### config.mk
export PLATFORM = sky130hd
export DESIGN_NAME = bcyc_term
export DESIGN_NICKNAME = d
export VERILOG_FILES = /design/src/rtl/bcyc_pkg.sv /design/src/rtl/bcyc_sync.sv /design/src/rtl/bcyc_late_win.sv /design/src/rtl/bcyc_strobe.sv /design/src/rtl/bcyc_seq.sv /design/src/rtl/bcyc_term.sv
export SDC_FILE = /design/constraint.sdc
export NUM_CORES = 1
export LEC_CHECK = 0
export CAP_MARGIN = 10
export CORE_MARGIN = 2
export CORE_UTILIZATION = 30
export CTS_CLUSTER_DIAMETER = 60
export DETAILED_ROUTE_END_ITERATION = 10
export PLACE_DENSITY_LB_ADDON = 0.05
export SLEW_MARGIN = 30
export SYNTH_ARGS = -nofsm -noshare
export SYNTH_HDL_FRONTEND = slang
export SYNTH_SLANG_ARGS = --single-unit
export TNS_END_PERCENT = 10
### constraint.sdc
create_clock -name clk -period 2.7 [get_ports clk]
set_input_delay 0.54 -clock clk [delete_from_list [all_inputs] [get_ports clk]]
set_output_delay 0.54 -clock clk [all_outputs]
set_load 0.005 [all_outputs]
### src/rtl/bcyc_pkg.sv
package bcyc_pkg;

    typedef enum logic [1:0] {
        MODE_IDLE  = 2'd0,
        MODE_RUN   = 2'd1,
        MODE_TERM  = 2'd2,
        MODE_RERUN = 2'd3
    } bcyc_mode_e;

    typedef enum logic [1:0] {
        KIND_READ  = 2'b00,
        KIND_WRITE = 2'b01,
        KIND_RMW   = 2'b10,
        KIND_RSVD  = 2'b11
    } bcyc_kind_e;

    localparam int unsigned ST_W = 5;

    // state numbers the sequencing depends on
    localparam logic [ST_W-1:0] ST_AS_ON     = 5'd2;
    localparam logic [ST_W-1:0] ST_DOE_ON    = 5'd3;
    localparam logic [ST_W-1:0] ST_SAMPLE    = 5'd4;
    localparam logic [ST_W-1:0] ST_LATCH     = 5'd6;
    localparam logic [ST_W-1:0] ST_LAST      = 5'd7;
    localparam logic [ST_W-1:0] ST_MOD_FIRST = 5'd8;
    localparam logic [ST_W-1:0] ST_MOD_LAST  = 5'd13;
    localparam logic [ST_W-1:0] ST_WR_BASE   = 5'd14;
    localparam logic [ST_W-1:0] ST_RMW_AS_HI = 5'd20;
    localparam logic [ST_W-1:0] ST_RD_ABORT  = 5'd9;
    localparam logic [ST_W-1:0] ST_WR_ABORT  = 5'd21;

    // true in the write half of a read-modify-write
    function automatic logic in_write_half(input logic [ST_W-1:0] st);
        return st >= ST_WR_BASE;
    endfunction

    // internal modify gap between the two halves
    function automatic logic in_modify_gap(input logic [ST_W-1:0] st);
        return (st >= ST_MOD_FIRST) && (st <= ST_MOD_LAST);
    endfunction

    // position inside the current half, so both halves share one timing
    function automatic logic [ST_W-1:0] half_step(input logic [ST_W-1:0] st);
        return in_write_half(st) ? (st - ST_WR_BASE) : st;
    endfunction

endpackage

### src/rtl/bcyc_sync.sv
module bcyc_sync #(
    parameter int unsigned WIDTH  = 3,
    parameter int unsigned STAGES = 2
) (
    input  logic             clk,
    input  logic             rst_n,
    input  logic [WIDTH-1:0] async_i,
    output logic [WIDTH-1:0] sync_o
);

    for (genvar b = 0; b < WIDTH; b++) begin : g_bit
        logic [STAGES-1:0] chain_q;
        logic [STAGES-1:0] chain_d;

        always_comb begin
            chain_d = {chain_q[STAGES-2:0], async_i[b]};
        end

        always_ff @(posedge clk or negedge rst_n) begin
            if (!rst_n) chain_q <= '0;
            else        chain_q <= chain_d;
        end

        assign sync_o[b] = chain_q[STAGES-1];
    end

endmodule

### src/rtl/bcyc_late_win.sv
module bcyc_late_win #(
    parameter int unsigned LATE_WIN = 2
) (
    input  logic clk,
    input  logic rst_n,
    input  logic arm_i,
    input  logic clear_i,
    output logic open_o
);

    localparam int unsigned CW = $clog2(LATE_WIN + 1);

    logic [CW-1:0] cnt_q;
    logic [CW-1:0] cnt_d;

    always_comb begin
        cnt_d = cnt_q;
        if (clear_i)          cnt_d = '0;
        else if (arm_i)       cnt_d = CW'(LATE_WIN);
        else if (cnt_q != '0) cnt_d = cnt_q - 1'b1;
    end

    always_ff @(posedge clk or negedge rst_n) begin
        if (!rst_n) cnt_q <= '0;
        else        cnt_q <= cnt_d;
    end

    assign open_o = (cnt_q != '0);

endmodule

### src/rtl/bcyc_strobe.sv
module bcyc_strobe
    import bcyc_pkg::*;
(
    input  bcyc_mode_e      mode_i,
    input  logic [ST_W-1:0] st_i,
    input  bcyc_kind_e      kind_i,
    output logic            as_o,
    output logic            ds_o,
    output logic            rw_o,
    output logic            addr_oe_o,
    output logic            data_oe_o
);

    logic            run;
    logic            writing;
    logic [ST_W-1:0] step;

    always_comb begin
        run     = (mode_i == MODE_RUN);
        step    = half_step(st_i);
        writing = (kind_i == KIND_WRITE) ||
                  ((kind_i == KIND_RMW) && in_write_half(st_i));

        if (kind_i == KIND_RMW)
            as_o = run && (st_i >= ST_AS_ON) && (st_i <= ST_RMW_AS_HI);
        else
            as_o = run && (st_i >= ST_AS_ON) && (st_i < ST_LAST);

        if (writing)
            ds_o = run && (step >= ST_SAMPLE) && (step < ST_LAST);
        else
            ds_o = run && !in_modify_gap(st_i) &&
                   (step >= ST_AS_ON) && (step < ST_LAST);

        data_oe_o = run && writing && (step >= ST_DOE_ON) && (step < ST_LAST);
        rw_o      = !(run && writing);
        addr_oe_o = run;
    end

endmodule

### src/rtl/bcyc_seq.sv
module bcyc_seq
    import bcyc_pkg::*;
#(
    parameter int unsigned AW = 24,
    parameter int unsigned DW = 16
) (
    input  logic            clk,
    input  logic            rst_n,
    input  logic            req_valid_i,
    input  logic [1:0]      req_kind_i,
    input  logic [AW-1:0]   req_addr_i,
    input  logic [DW-1:0]   req_wdata_i,
    input  logic [DW-1:0]   bus_rdata_i,
    input  logic            s_ack_i,
    input  logic            s_err_i,
    input  logic            s_halt_i,
    input  logic            win_open_i,
    output logic            win_arm_o,
    output logic            win_clear_o,
    output bcyc_mode_e      mode_o,
    output logic [ST_W-1:0] st_o,
    output bcyc_kind_e      kind_o,
    output logic [AW-1:0]   addr_o,
    output logic [DW-1:0]   wdata_o,
    output logic [DW-1:0]   rdata_o,
    output logic            done_o,
    output logic            err_o,
    output logic            retry_o
);

    typedef struct packed {
        bcyc_mode_e      mode;
        logic [ST_W-1:0] st;
        bcyc_kind_e      kind;
        logic [AW-1:0]   addr;
        logic [DW-1:0]   wdata;
        logic [DW-1:0]   rdata;
        logic            done;
        logic            err;
        logic            retry;
    } seq_t;

    seq_t cur_q;
    seq_t nxt_d;

    logic            wr_half;
    logic [ST_W-1:0] step;
    logic            read_half;
    logic            abort;
    logic            finish;

    always_comb begin
        nxt_d       = cur_q;
        nxt_d.done  = 1'b0;
        nxt_d.err   = 1'b0;
        nxt_d.retry = 1'b0;
        win_arm_o   = 1'b0;
        win_clear_o = 1'b0;
        abort       = 1'b0;
        finish      = 1'b0;

        wr_half   = in_write_half(cur_q.st);
        step      = half_step(cur_q.st);
        read_half = !wr_half && (cur_q.kind != KIND_WRITE);

        unique case (cur_q.mode)
            MODE_IDLE: begin
                if (req_valid_i) begin
                    nxt_d.mode  = MODE_RUN;
                    nxt_d.st    = '0;
                    nxt_d.kind  = (bcyc_kind_e'(req_kind_i) == KIND_RSVD) ?
                                  KIND_READ : bcyc_kind_e'(req_kind_i);
                    nxt_d.addr  = req_addr_i;
                    nxt_d.wdata = req_wdata_i;
                end
            end

            MODE_RUN: begin
                if (in_modify_gap(cur_q.st)) begin
                    nxt_d.st = cur_q.st + 5'd1;
                end else if (step == ST_SAMPLE) begin
                    if (s_err_i) begin
                        abort = 1'b1;
                    end else if (s_ack_i) begin
                        nxt_d.st  = cur_q.st + 5'd1;
                        win_arm_o = 1'b1;
                    end
                end else if (win_open_i && s_err_i) begin
                    abort = 1'b1;
                end else begin
                    if ((step == ST_LATCH) && read_half)
                        nxt_d.rdata = bus_rdata_i;
                    if ((step == ST_LAST) && ((cur_q.kind != KIND_RMW) || wr_half))
                        finish = 1'b1;
                    else
                        nxt_d.st = cur_q.st + 5'd1;
                end

                if (abort) begin
                    nxt_d.mode  = s_halt_i ? MODE_RERUN : MODE_TERM;
                    nxt_d.st    = wr_half ? ST_WR_ABORT : ST_RD_ABORT;
                    win_clear_o = 1'b1;
                end else if (finish) begin
                    nxt_d.mode = MODE_IDLE;
                    nxt_d.done = 1'b1;
                end
            end

            MODE_TERM: begin
                if (!s_err_i) begin
                    nxt_d.mode = MODE_IDLE;
                    nxt_d.done = 1'b1;
                    nxt_d.err  = 1'b1;
                end
            end

            MODE_RERUN: begin
                if (!s_err_i && !s_halt_i) begin
                    nxt_d.mode  = MODE_RUN;
                    nxt_d.st    = '0;
                    nxt_d.retry = 1'b1;
                end
            end

            default: nxt_d.mode = MODE_IDLE;
        endcase
    end

    always_ff @(posedge clk or negedge rst_n) begin
        if (!rst_n) begin
            cur_q      <= '0;
            cur_q.mode <= MODE_IDLE;
            cur_q.kind <= KIND_READ;
        end else begin
            cur_q <= nxt_d;
        end
    end

    assign mode_o  = cur_q.mode;
    assign st_o    = cur_q.st;
    assign kind_o  = cur_q.kind;
    assign addr_o  = cur_q.addr;
    assign wdata_o = cur_q.wdata;
    assign rdata_o = cur_q.rdata;
    assign done_o  = cur_q.done;
    assign err_o   = cur_q.err;
    assign retry_o = cur_q.retry;

endmodule

### src/rtl/bcyc_term.sv
module bcyc_term
    import bcyc_pkg::*;
#(
    parameter int unsigned AW          = 24,
    parameter int unsigned DW          = 16,
    parameter int unsigned LATE_WIN    = 2,
    parameter int unsigned SYNC_STAGES = 2
) (
    input  logic          clk,
    input  logic          rst_n,
    input  logic          req_valid,
    input  logic [1:0]    req_kind,
    input  logic [AW-1:0] req_addr,
    input  logic [DW-1:0] req_wdata,
    input  logic [DW-1:0] bus_rdata,
    input  logic          bus_ack,
    input  logic          bus_err,
    input  logic          bus_halt,
    output logic          bus_as,
    output logic          bus_ds,
    output logic          bus_rw,
    output logic [AW-1:0] bus_addr,
    output logic [DW-1:0] bus_wdata,
    output logic          bus_addr_oe,
    output logic          bus_data_oe,
    output logic          done,
    output logic [DW-1:0] rdata,
    output logic          err_flag,
    output logic          retry_flag,
    output logic [4:0]    seq_state
);

    localparam int unsigned N_SYNC = 3;

    logic [N_SYNC-1:0] sync_vec;
    logic              sync_ack;
    logic              sync_err;
    logic              sync_halt;
    logic              win_arm;
    logic              win_clear;
    logic              win_open;
    bcyc_mode_e        mode;
    logic [ST_W-1:0]   st;
    bcyc_kind_e        kind;

    bcyc_sync #(
        .WIDTH  (N_SYNC),
        .STAGES (SYNC_STAGES)
    ) u_sync (
        .clk     (clk),
        .rst_n   (rst_n),
        .async_i ({bus_halt, bus_err, bus_ack}),
        .sync_o  (sync_vec)
    );

    assign sync_ack  = sync_vec[0];
    assign sync_err  = sync_vec[1];
    assign sync_halt = sync_vec[2];

    bcyc_late_win #(
        .LATE_WIN (LATE_WIN)
    ) u_win (
        .clk     (clk),
        .rst_n   (rst_n),
        .arm_i   (win_arm),
        .clear_i (win_clear),
        .open_o  (win_open)
    );

    bcyc_seq #(
        .AW (AW),
        .DW (DW)
    ) u_seq (
        .clk         (clk),
        .rst_n       (rst_n),
        .req_valid_i (req_valid),
        .req_kind_i  (req_kind),
        .req_addr_i  (req_addr),
        .req_wdata_i (req_wdata),
        .bus_rdata_i (bus_rdata),
        .s_ack_i     (sync_ack),
        .s_err_i     (sync_err),
        .s_halt_i    (sync_halt),
        .win_open_i  (win_open),
        .win_arm_o   (win_arm),
        .win_clear_o (win_clear),
        .mode_o      (mode),
        .st_o        (st),
        .kind_o      (kind),
        .addr_o      (bus_addr),
        .wdata_o     (bus_wdata),
        .rdata_o     (rdata),
        .done_o      (done),
        .err_o       (err_flag),
        .retry_o     (retry_flag)
    );

    bcyc_strobe u_strobe (
        .mode_i    (mode),
        .st_i      (st),
        .kind_i    (kind),
        .as_o      (bus_as),
        .ds_o      (bus_ds),
        .rw_o      (bus_rw),
        .addr_oe_o (bus_addr_oe),
        .data_oe_o (bus_data_oe)
    );

    assign seq_state = (mode == MODE_IDLE) ? 5'd0 : st;

endmodule

# Word-level counts from Yosys, hierarchy flattened
# Cells that the tools add are included.
[word_totals]
inputBits = 64
word_cells = 129
register_bits = 76
[classes]
n_bitwise = 3
mux = 48
n_reduce_logical = 33
n_eq_ne = 19
n_addsub = 3
order_cmp = 10
[ops]
columns = ["op", "count"]
rows = [
  ["two-way mux 5 bit", 10],
  ["two-way mux 49 bit", 1],
  ["two-way mux 1 bit", 25],
  ["logical AND 1 bit", 18],
  ["two-way mux 2 bit", 8],
  ["equality test 5 x 3 -> 1 bit (second input constant)", 3],
  [">= comparator 5 x 2 -> 1 bit (second input constant)", 3],
  ["one-hot mux 5 bit (3 select lines)", 1],
  [">= comparator 5 x 4 -> 1 bit (second input constant)", 2],
  ["less-than comparator 5 x 3 -> 1 bit (second input constant)", 2],
  ["inequality test 5 x 3 -> 1 bit (second input constant)", 2],
  ["inequality test 5 x 4 -> 1 bit (second input constant)", 2],
  ["equality test 2 bit (second input constant)", 4],
  ["one-hot mux 2 bit (4 select lines)", 1],
  ["two-way mux 7 bit", 1],
  ["AND reduction 7 bit", 1],
  ["inequality test 2 bit (second input constant)", 3],
  ["nonzero test 3 bit", 2],
  ["adder 5 x 1 -> 5 bit (second input constant)", 1],
  [">= comparator 5 x 3 -> 1 bit (second input constant)", 1],
  ["less-or-equal comparator 5 x 4 -> 1 bit (second input constant)", 1],
  ["less-or-equal comparator 5 bit (second input constant)", 1],
  ["logical NOT 1 bit", 5],
  ["AND reduction 5 bit", 1],
  ["12 further kinds", 17],
]

# Depth between registers and ports, before layout
# Gate-level depths: netlist of the first run.
[logic_depth]
depth_word = 12
depth_mapped = 10
depth_no_buf = 8

# By module
# From an unflattened synthesis of the first run, not the netlist that was laid out.
[hier_totals]
hier_cells = 299
area_unflattened_um2 = 3729.8
[modules_own_cells]
columns = ["module", "cells_each", "instances", "seq_area_each_um2", "area_each_um2"]
rows = [
  ["bcyc_seq", 231, 1, 1701.6, 3099.2],
  ["bcyc_strobe", 44, 1, 0.0, 312.8],
  ["bcyc_sync", 9, 1, 150.1, 172.7],
  ["bcyc_late_win", 10, 1, 50.0, 107.6],
  ["bcyc_term", 5, 1, 0.0, 37.5],
]

# Least setup slack after synthesis of the first run
# OpenSTA, ideal clock, no wires.
[synth_path]
path_type = "register to register"
start = "reg u_seq.cur_q, in the netlist u_seq.st_o[1]"
end = "reg u_seq.cur_q, in the netlist u_seq.rdata_o[13]"
stages_incl_launch_ff = 11
setup_ps = 125
t_arrival_ps = 2615
t_required_ps = 2575
path_buffers = 3
setup_slack_ps = -40
cell_sequence = "dfrtp_1 > buf_1 > inv_1 > ha_1 > nand3_1 > a21boi_2 > a31oi_2 > or3_1 > buf_6 > buf_12 > mux2_4"
[synth_between]
elab_chain_cells = 5
word_cells_on_any_way = 14
cone_classes = "1 x add/sub; 3 x order compare; 2 x eq/ne; 1 x mux; 2 x bitwise; 5 x reduce/logical"
[synth_rtl]
columns = ["element", "line_no", "text"]
rows = [
  ["start: declaration", "bcyc_seq.sv:43", "seq_t cur_q;"],
  ["start signal: assignment", "bcyc_seq.sv:135", "cur_q <= nxt_d;"],
  ["subtractor 5 x 4 -> 5 bit or >= comparator 5 x 4 -> 1 bit (tied branches)", "bcyc_pkg.sv:44, bcyc_pkg.sv:34", ""],
  ["two-way mux 5 bit or logical NOT 1 bit (tied branches)", "bcyc_pkg.sv:44, bcyc_seq.sv:64", ""],
  ["equality test 5 x 3 -> 1 bit, or another cell as far along", "bcyc_seq.sv:91", "if ((step == ST_LATCH) && read_half)"],
  ["logical AND 1 bit or NOT 1 bit (tied branches)", "--", ""],
  ["AND reduction 5 bit (no source line) *", "--", ""],
]
# Every way passes the cells marked *; elsewhere a longest branch is shown, timed or not.
# A chain may end at the register's enable or synchronous reset.

# Worst setup path after layout of the first run
[layout_path]
start = "reg u_seq.cur_q, in the netlist u_seq.st_o[2]"
end = "out bus_ds"
[layout_between]
elab_chain_cells = 7
word_cells_on_any_way = 18
cone_classes = "1 x add/sub; 6 x order compare; 2 x mux; 9 x reduce/logical"
[layout_rtl]
columns = ["element", "line_no", "text"]
rows = [
  ["parallel branches: the longest is 6 deep, another holds subtractor 5 x 4 -> 5 bit", "--", ""],
  ["two-way mux 1 bit *", "bcyc_strobe.sv:29", "if (writing)"],
  ["end: declaration", "bcyc_term.sv:20", "output logic bus_ds,"],
]
# Mark *: on every way between the ends.

==> results of run 1 <==
[logic make-up after synthesis]
| family | after synthesis | share of synthesized area [%] |
|---|---|---|
| DFF | 76 | 51.7 |
| and+or+nand+nor | 57 | 7.65 |
| muxes | 63 | 20.2 |
| AOI/OAI and AO/OA | 63 | 11.0 |
| buffers and inverters | 33 | 4.49 |
| adders and majority gates | 12 | 4.08 |
| xor gates and xnor gates | 4 | 0.952 |
[timing repair]
item                                    in CTS  in global routing
resized for setup                           14                  4
hold buffers                                 0                  0
buffers inserted                             3                  1
endpoints found under the setup margin       3                  7
endpoints found under the hold margin        0                  0
pin swaps                                    1                  5
[where the power goes]
group | switching [mW] | internal (mW)
logic | 1.24 | 1.91
clock network | 0.465 | 0.618
registers | 0.260 | 1.63
total | 1.97 | 4.16
[worst max-delay path, cell delays in order (launching register included)]
cell	delay [ns]
dfrtp_1	0.37
inv_1	0.09
ha_4	0.29
inv_1	0.05
a31oi_1	0.20
a2bb2oi_2	0.17
a21oi_1	0.08
a2111oi_1	0.32
buf_2	0.18
[final timing paths]
kind | from | endpoint | slack [ns] | cells past startpoint
min in group clk | u_sync.g_bit[2].chain_q[0] | u_sync.g_bit[2].chain_q[1] | 0.35 | 0
worst max-delay path | u_seq.st_o[2] | bus_ds | 0.08 | 8
worst min-delay path | rst_n | u_seq.rdata_o[12] | 0.17 | 1
worst min register to register | u_sync.g_bit[2].chain_q[0] | u_sync.g_bit[2].chain_q[1] | 0.35 | 0
worst max register to register | u_seq.st_o[1] | u_seq.st_o[3] | 0.11 | 10
max in group asynchronous | rst_n | u_seq.rdata_o[0] | 1.96 | 2
[layout by cell type, fill, tap and decap left out, types with 9 or more instances in the layout]
cell type,instances
o21ai_0,13
nand2_1,13
ha_1,10
clkdlybuf4s50_1,128
buf_4,37
mux2_2,50
clkbuf_16,9
a21oi_1,18
dfrtp_1,76
nor2_1,14
inv_1,18
mux2_4,10
[stage by stage]
step	TNS [ns]	util (%)	cells	area [um^2]	hold WS, ns
finish	0	47.5	627	5700	0.172
global route	-0.0847	47.5	627	5700	0.202
CTS	-0.00610	47.3	627	5690	0.190
detailed placement	-0.115	44.8	608	5380	0.335
global placement	-0.0785	44.8	608	5380	0.334
floorplan	0	-	308	3680	0.244
[area by class of cell]
cell class	count	area (um^2)	share of cell area, %
clock buffer	9	225	3.95
clock inverter	7	42.5	0.746
inverter	18	67.6	1.19
multi-input combinational	199	1650	29.0
sequential	76	1900	33.4
tap	147	184	3.23
timing repair buffer	171	1630	28.6
[layer usage]
metal	GRT usage (%)	vias up	wire length, um
li1	-	1416	-
met1	17.4	1428	3920
met2	23.8	98	4480
met3	6.91	16	857
met4	6.43	0	209
met5	0	-	0
[registers in the layout (all words and copies together) (netlist names)]
| signal | flops |
|---|---|
| u_seq.kind_o | 2 |
| u_seq.rdata_o | 16 |
| u_seq.addr_o | 24 |
| u_win.cnt_q | 2 |
| u_seq.retry_o | 1 |
| u_seq.wdata_o | 16 |
| u_seq.st_o | 5 |
| u_seq.done_o | 1 |
| u_seq.mode_o | 2 |
| u_seq.err_o | 1 |
| u_sync.g_bit.chain_q | 6 |
==> flow_metrics.env, run 1 <==
export IMPL_drive_gt1_share_pct=27.1
export IMPL_fin_nets=551
export IMPL_ys_types=51
export IMPL_yosysTopAreaCellShare_pct=51.7
export IMPL_core_um2=12000
export IMPL_grt_max_degree=45
export IMPL_fin_crit_sh_pct=97.1
export IMPL_first_global_vias=3165
export IMPL_synth_warnings=0
export IMPL_cts_buffer_depth=2
export IMPL_rows=40
export IMPL_place_ws_ns=-0.104
export IMPL_grt_pass1_wl_um=15200
export IMPL_required_ns=2.16
export IMPL_ys_seq_elements=76
export IMPL_synth_area_top_cells="dfrtp_1, mux2_2, ha_1, mux2_4, a21oi_1"
export IMPL_syn_nets=384
export IMPL_cts_sinks=76
export IMPL_crit_arrival_ns=2.08
export IMPL_via_per_inst=4.72
export IMPL_powerDensity_nw_per_um2=1070
export IMPL_io_pins=133
export IMPL_fmax_mhz=381
export IMPL_drt_wirelength_per_cell_um=15.1
export IMPL_hpwl_um=7030
export IMPL_finalWirelength_um=9460
export IMPL_final_min_clock_period_ns=2.62
export IMPL_first_pass_iters=4
export IMPL_tightest_slew_ns=0.544
export IMPL_ant_nets=0
export IMPL_ys_flop_type="dfrtp_1"
export IMPL_async_flop_share_pct=100
export IMPL_setup_slack_ns=0.0777
export IMPL_area_growth_pct=54.9
export IMPL_hold_class="in2async"
export IMPL_path_max_fanout=4
export IMPL_skew_ns=0.00699
export IMPL_fillCellCount=1146
export IMPL_track_usage_pct=14.9
export IMPL_maxSlewHeadroom_pct=63.3
export IMPL_ys_seq_area_share_pct=51.7
export IMPL_htree_levels=3
export IMPL_yosys_top_cells_count="dfrtp_1, mux2_2, a21oi_1, inv_1, nand2_1"
export IMPL_slew_violations=0
export IMPL_root_buffer="clkbuf_16"
export IMPL_end_kind="output pin"
export IMPL_finalPower_mw=6.13
export IMPL_status="completed"
export IMPL_p_leak_nw=2.46
export IMPL_maxCapViolations=0
export IMPL_initial_utilization_pct=30.6
export IMPL_rsz0062_at_grt="yes"
export IMPL_gp_congestion=0.767
export IMPL_io_buffers=132
export IMPL_netlist_instances=308
export IMPL_die_w_um=115
export IMPL_syn_area_per_cell_um2=12.0
export IMPL_synth_most_common_cell="dfrtp_1"
export IMPL_antenna_found_initial=0
export IMPL_clk_latency_ns=0.33
export IMPL_drtIter0Drc=95
export IMPL_synth_top_cell_by_area="dfrtp_1"
export IMPL_ir_worst_vdd_v=0.000520
export IMPL_n_antenna_cell=0
export IMPL_overflow=0
export IMPL_worst_setup_path_type="reg2out"
export IMPL_via_count=2958
export IMPL_dieArea_um2=13200
export IMPL_hold_viol=0
export IMPL_synth_edf_count=0
export IMPL_drc=0
export IMPL_clk_pin_slew_ns=0.06
export IMPL_cts_made_buffers=9
export IMPL_synth_area_um2=3680
export IMPL_die_h_um=115
export IMPL_tritoncts="done"
export IMPL_setup_viol=0
export IMPL_cp_start_kind="register"
(Power assumes the default switching activity.)
==> run 2, diff against run 1 <==
--- a/config.mk
+++ b/config.mk
@@ -5,12 +5,13 @@
 export SDC_FILE = /design/constraint.sdc
 export NUM_CORES = 1
 export LEC_CHECK = 0
-export CAP_MARGIN = 10
+export CAP_MARGIN = 0
 export CORE_MARGIN = 2
 export CORE_UTILIZATION = 30
 export CTS_CLUSTER_DIAMETER = 60
 export DETAILED_ROUTE_END_ITERATION = 10
 export PLACE_DENSITY_LB_ADDON = 0.05
+export RECOVER_POWER = 100
 export SLEW_MARGIN = 30
 export SYNTH_ARGS = -nofsm -noshare
 export SYNTH_HDL_FRONTEND = slang
==> constraint.sdc (replaced) <==
create_clock -name clk -period 2.51 [get_ports clk]
set_input_delay 0.502 -clock clk [delete_from_list [all_inputs] [get_ports clk]]
set_output_delay 0.502 -clock clk [all_outputs]
set_load 0.005 [all_outputs]
==> run 2 against run 1 <==
The flow now finishes with violations (capacitance limit, slew limit, setup timing). Flip-flop and latch count is the same. Clock power up 17%. Via count increased by 0.57%. Largest cell class unchanged.
==> flow_metrics.env, run 2 (synthesized netlist as in run 1, its figures left out) <==
export IMPL_p_leak_nw=2.53
export IMPL_drtIter0Drc=120
export IMPL_final_common_cell="dfrtp_1"
export IMPL_setup_viol=4
export IMPL_slew_violations=33
export IMPL_rows=40
export IMPL_status="finished with violations"
export IMPL_via_per_inst=4.68
export IMPL_path_max_fanout=6
export IMPL_final_min_clock_period_ns=2.56
export IMPL_cts_made_buffers=9
export IMPL_root_buffer="clkbuf_16"
export IMPL_via_count=2975
export IMPL_skew_ns=0.00681
export IMPL_end_kind="output pin"
export IMPL_rsz0062_at_grt="yes"
export IMPL_critical_path_buf_inv_count=2
export IMPL_finalWirelength_um=9400
export IMPL_finalPower_mw=6.62
export IMPL_die_w_um=115
export IMPL_tightest_slew_ns=1.87
export IMPL_fin_nets=559
export IMPL_track_usage_pct=14.9
export IMPL_io_buffers=132
export IMPL_hold_class="reg2reg"
export IMPL_tritoncts="done"
export IMPL_hold_viol=0
export IMPL_setup_slack_ns=-0.0484
export IMPL_place_ws_ns=-0.297
export IMPL_overflow=0
export IMPL_ant_nets=0
export IMPL_hpwl_um=7000
export IMPL_cpPeakStageDelay_ns=0.49
export IMPL_crit_chain="ha_4 > a21oi_2 > o21ai_1 > buf_4 > nand2_1 > clkdlybuf4s50_1"
export IMPL_hold_ws_ns=0.346
export IMPL_fmax_mhz=391
export IMPL_instances_no_fill=636
export IMPL_cts_buffer_depth=2
export IMPL_initial_utilization_pct=30.6
export IMPL_drt_wirelength_per_cell_um=14.8
export IMPL_dp_cells=617
export IMPL_grt_pass1_wl_um=15100
export IMPL_clk_latency_ns=0.34
export IMPL_area_growth_pct=58.1
export IMPL_htree_levels=3
export IMPL_grt_max_degree=45
export IMPL_dieArea_um2=13200
export IMPL_violations="capacitance limit, slew limit, setup timing"
export IMPL_first_global_vias=2999
export IMPL_maxCapViolations=1
export IMPL_drc=0
export IMPL_die_h_um=115
export IMPL_crit_slowest_cell="clkdlybuf4s50_1"
export IMPL_maxSlewHeadroom_pct=-24.7
export IMPL_core_um2=12000
export IMPL_cts_hold_buffers=0
export IMPL_fin_crit_sh_pct=102
export IMPL_cp_start_kind="register"
export IMPL_cts_sinks=76
export IMPL_layout_common_cells="dfrtp_1, clkdlybuf4s50_1, dlygate4sd3_1, mux2_2, buf_4"
export IMPL_largest_reg_flops=24
export IMPL_io_pins=133
export IMPL_powerDensity_nw_per_um2=1140
export IMPL_clk_pin_slew_ns=0.06
export IMPL_worst_setup_path_type="reg2out"
export IMPL_required_ns=2.01
export IMPL_first_pass_iters=4
export IMPL_drive_gt1_share_pct=29.1
export IMPL_crit_arrival_ns=2.06
export IMPL_ir_worst_vdd_v=0.000613
export IMPL_gp_congestion=0.778
export IMPL_critPathTopFamily="buffers and inverters"
export IMPL_antenna_found_initial=1
-- run 2: changes by cell type in the layout (fill, tap and decap cells not counted), moves of 2 or more --
cell | before | now
inv_1 | 18 | 16
buf_4 | 37 | 39
clkinv_2 | 5 | 2
inv_2 | 0 | 2
a21oi_1 | 18 | 16
clkdlybuf4s50_1 | 128 | 66
o22ai_1 | 5 | 3
o22ai_2 | 0 | 2
a21oi_2 | 2 | 4
clkbuf_1 | 0 | 5
dfrtp_2 | 0 | 2
dlygate4sd3_1 | 0 | 62
dfrtp_1 | 76 | 74
-- run 2: repair_timing --
item | CTS | global route
gates resized for setup | 24 | 8
hold endpoints to repair | 0 | 0
setup endpoints to repair | 4 | 5
cloned | 0 | 0
buffers inserted | 1 | 1
pin swaps | 4 | 6
-- run 2: layer usage --
layer	track usage, %	routed length [um]	vias up
met1	18.4	3990	1448
met2	22.6	4470	82
met3	7.01	781	12
li1	-	-	1433
met5	0	0	-
met4	6.27	166	0
-- run 2: worst paths after layout --
kind	start	to	slack, ns	cells after the start
max	u_seq.st_o[1]	bus_rw	-0.05	6
min reg2reg	u_sync.g_bit[1].chain_q[0]	u_sync.g_bit[1].chain_q[1]	0.35	0
min in group asynchronous	rst_n	u_seq.rdata_o[12]	0.67	1
max in group asynchronous	rst_n	u_seq.addr_o[22]	0.76	1
min	u_sync.g_bit[1].chain_q[0]	u_sync.g_bit[1].chain_q[1]	0.35	0
max reg2reg	u_seq.st_o[2]	u_seq.rdata_o[2]	0.02	8
-- run 2: final cells by class --
cell class / count / area, um^2
antenna: 1 / 2.50
clock buffer: 12 / 236
clock inverter: 4 / 48.8
fill: 1135 / 6190
inverter: 18 / 67.6
multi-input combinational: 199 / 1680
sequential: 76 / 1900
tap: 147 / 184
timing repair buffer: 179 / 1690
-- run 2: report_power, final --
| part | total, mW | switching, mW | internal, mW |
|---|---|---|---|
| registers | 2.02 | 0.264 | 1.76 |
| logic | 3.34 | 1.38 | 1.96 |
| clock network | 1.26 | 0.491 | 0.771 |
-- run 2: metrics by stage --
stage / util (%) / TNS (ns) / cell area, um^2
finish: 48.4 / -0.112 / 5820
global route: 48.4 / -1.60 / 5820
CTS: 48.3 / -0.235 / 5800
detailed placement: 45.6 / -0.610 / 5480
global placement: 45.6 / -0.479 / 5480
floorplan: - / 0 / 3690
==> run 3, diff against run 2 <==
--- a/config.mk
+++ b/config.mk
@@ -8,6 +8,7 @@
 export CAP_MARGIN = 0
 export CORE_MARGIN = 2
 export CORE_UTILIZATION = 30
+export CTS_BUF_LIST = sky130_fd_sc_hd__clkbuf_16
 export CTS_CLUSTER_DIAMETER = 60
 export DETAILED_ROUTE_END_ITERATION = 10
 export PLACE_DENSITY_LB_ADDON = 0.05
==> run 3 against run 2 <==
The run still ends with capacitance limit, slew limit, setup timing left. Setup slack about the same. Clock power about the same. Flip-flop and latch count unchanged. Via count about the same. Core utilization unchanged. Register-to-register slack about the same. Total power down 0.19%. Global-route usage unchanged. Cell count unchanged. First-iteration DRC count unchanged. Combinational power about the same.
==> flow_metrics.env, run 3 (synthesized netlist as in run 1, its figures left out) <==
export IMPL_status="finished with violations"
export IMPL_violations="capacitance limit, slew limit, setup timing"
export IMPL_cts_made_buffers=9
export IMPL_tightest_slew_ns=1.87
export IMPL_cts_hold_buffers=0
export IMPL_drtIter0Drc=120
export IMPL_p_sw_mw=2.13
export IMPL_cts_buffer_depth=2
export IMPL_clk_pin_slew_ns=0.06
export IMPL_setup_slack_ns=-0.0484
export IMPL_switching_share_pct=32.3
export IMPL_io_buffers=132
export IMPL_fin_util_pct=48.4
export IMPL_path_max_fanout=6
export IMPL_maxSlewHeadroom_pct=-24.7
export IMPL_first_global_vias=2999
export IMPL_end_kind="output pin"
export IMPL_cpPeakStageDelay_ns=0.49
export IMPL_critical_path_buf_inv_count=2
export IMPL_rows=40
export IMPL_layout_common_cells="dfrtp_1, clkdlybuf4s50_1, dlygate4sd3_1, mux2_2, buf_4"
export IMPL_final_area_um2=5820
export IMPL_drc=0
export IMPL_tritoncts="done"
export IMPL_power_frac_comb_pct=50.5
export IMPL_core_um2=12000
export IMPL_antenna_found_initial=1
export IMPL_via_count=2977
export IMPL_via_per_inst=4.68
export IMPL_critPathTopFamily="buffers and inverters"
export IMPL_seqPwrFrac_pct=30.6
export IMPL_crit_arrival_ns=2.06
export IMPL_clkPwrFrac_pct=18.9
export IMPL_cp_start_kind="register"
export IMPL_fin_crit_sh_pct=102
export IMPL_required_ns=2.01
export IMPL_skew_ns=0.00642
export IMPL_internal_power_mw=4.48
export IMPL_finalPower_mw=6.61
export IMPL_slew_violations=33
export IMPL_cts_sinks=76
export IMPL_final_common_cell="dfrtp_1"
export IMPL_largest_reg_flops=24
export IMPL_clk_latency_ns=0.34
export IMPL_hold_class="reg2reg"
export IMPL_hold_viol=0
export IMPL_maxCapViolations=1
export IMPL_track_usage_pct=14.9
export IMPL_dieArea_um2=13200
export IMPL_die_w_um=115
export IMPL_finalWirelength_um=9410
export IMPL_powerDensity_nw_per_um2=1140
export IMPL_instances_no_fill=636
export IMPL_root_buffer="clkbuf_16"
export IMPL_p_leak_nw=2.54
export IMPL_grt_pass1_wl_um=15100
export IMPL_final_min_clock_period_ns=2.56
export IMPL_setup_viol=4
export IMPL_fmax_mhz=391
export IMPL_gp_congestion=0.778
export IMPL_postPlaceCellArea_um2=5480
export IMPL_die_h_um=115
export IMPL_crit_chain="ha_4 > a21oi_2 > o21ai_1 > buf_4 > nand2_1 > clkdlybuf4s50_1"
export IMPL_dp_cells=617
export IMPL_grt_max_degree=45
export IMPL_initial_utilization_pct=30.6
export IMPL_area_growth_pct=58.1
export IMPL_hpwl_um=7000
export IMPL_io_pins=133
export IMPL_ir_worst_vdd_v=0.000613
export IMPL_htree_levels=3
export IMPL_crit_slowest_cell="clkdlybuf4s50_1"
export IMPL_first_pass_iters=4
export IMPL_drive_gt1_share_pct=29.1
export IMPL_rsz0062_at_grt="yes"
export IMPL_worst_setup_path_type="reg2out"
export IMPL_ant_nets=0
export IMPL_drt_wirelength_per_cell_um=14.8
export IMPL_fin_nets=559
export IMPL_overflow=0
[run 3: cell count changes in the layout (fill, tap and decap cells not counted), sizes merged]
cell / delta
inv: +3
clkbuf: -3
[run 3: final timing paths]
kind	start	end	slack (ns)	cells after the start
max in group asynchronous	rst_n	u_seq.wdata_o[5]	0.76	1
min	u_sync.g_bit[1].chain_q[0]	u_sync.g_bit[1].chain_q[1]	0.35	0
max	u_seq.st_o[1]	bus_rw	-0.05	6
max reg2reg	u_seq.st_o[2]	u_seq.rdata_o[2]	0.02	8
min reg2reg	u_sync.g_bit[1].chain_q[0]	u_sync.g_bit[1].chain_q[1]	0.35	0
min in group asynchronous	rst_n	u_seq.rdata_o[12]	0.67	1
[run 3: what timing repair did]
item	4_1_cts	5_1_grt
buffers inserted	1	1
setup endpoints to repair	4	5
pin swaps	4	6
gates resized for setup	24	8
[run 3: per-stage QoR]
step / worst slack [ns] / TNS, ns / hold WS [ns]
2_1_floorplan: 0.00829 / 0 / 0.206
3_3_place_gp: -0.233 / -0.479 / 0.332
3_5_place_dp: -0.297 / -0.610 / 0.335
4_1_cts: -0.0885 / -0.235 / 0.111
5_1_grt: -0.193 / -1.59 / 0.369
6_report: -0.0484 / -0.112 / 0.345
[run 3: worst register-to-register path, cell delays in order, from the launching register on]
cell	delay, ns
dfrtp_2	0.44
buf_6	0.13
buf_4	0.16
and2_1	0.15
o21ai_0	0.42
a31oi_2	0.16
or3_1	0.42
buf_12	0.18
mux2_4	0.31
[run 3: power groups by stage]
stage          combinational, mW  clock (mW)  sequential [mW]
6_report                    3.34        1.25             2.02
5_1_grt                     3.66        1.36             2.11
4_1_cts                     3.53        1.29             2.05
3_5_place_dp                3.46           0             2.06
3_3_place_gp                3.45           0             2.04
2_1_floorplan               1.56           0             2.07
[run 3: cell type report]
class                   count  area [um^2]
flip-flops and latches     76         1900
clock inverters             7         60.1
fillers                  1135         6190
diodes                      1         2.50
inverters                  18         67.6
clock buffers               9          225
repair buffers            179         1690
multi-input cells         199         1680
well taps                 147          184
[run 3: metal layers]
layer	global-route usage [%]	up-vias	wire, um
li1	-	1432	-
met1	18.4	1447	3990
met2	22.6	86	4460
met3	7.01	12	792
met4	6.27	0	166
met5	0	-	0
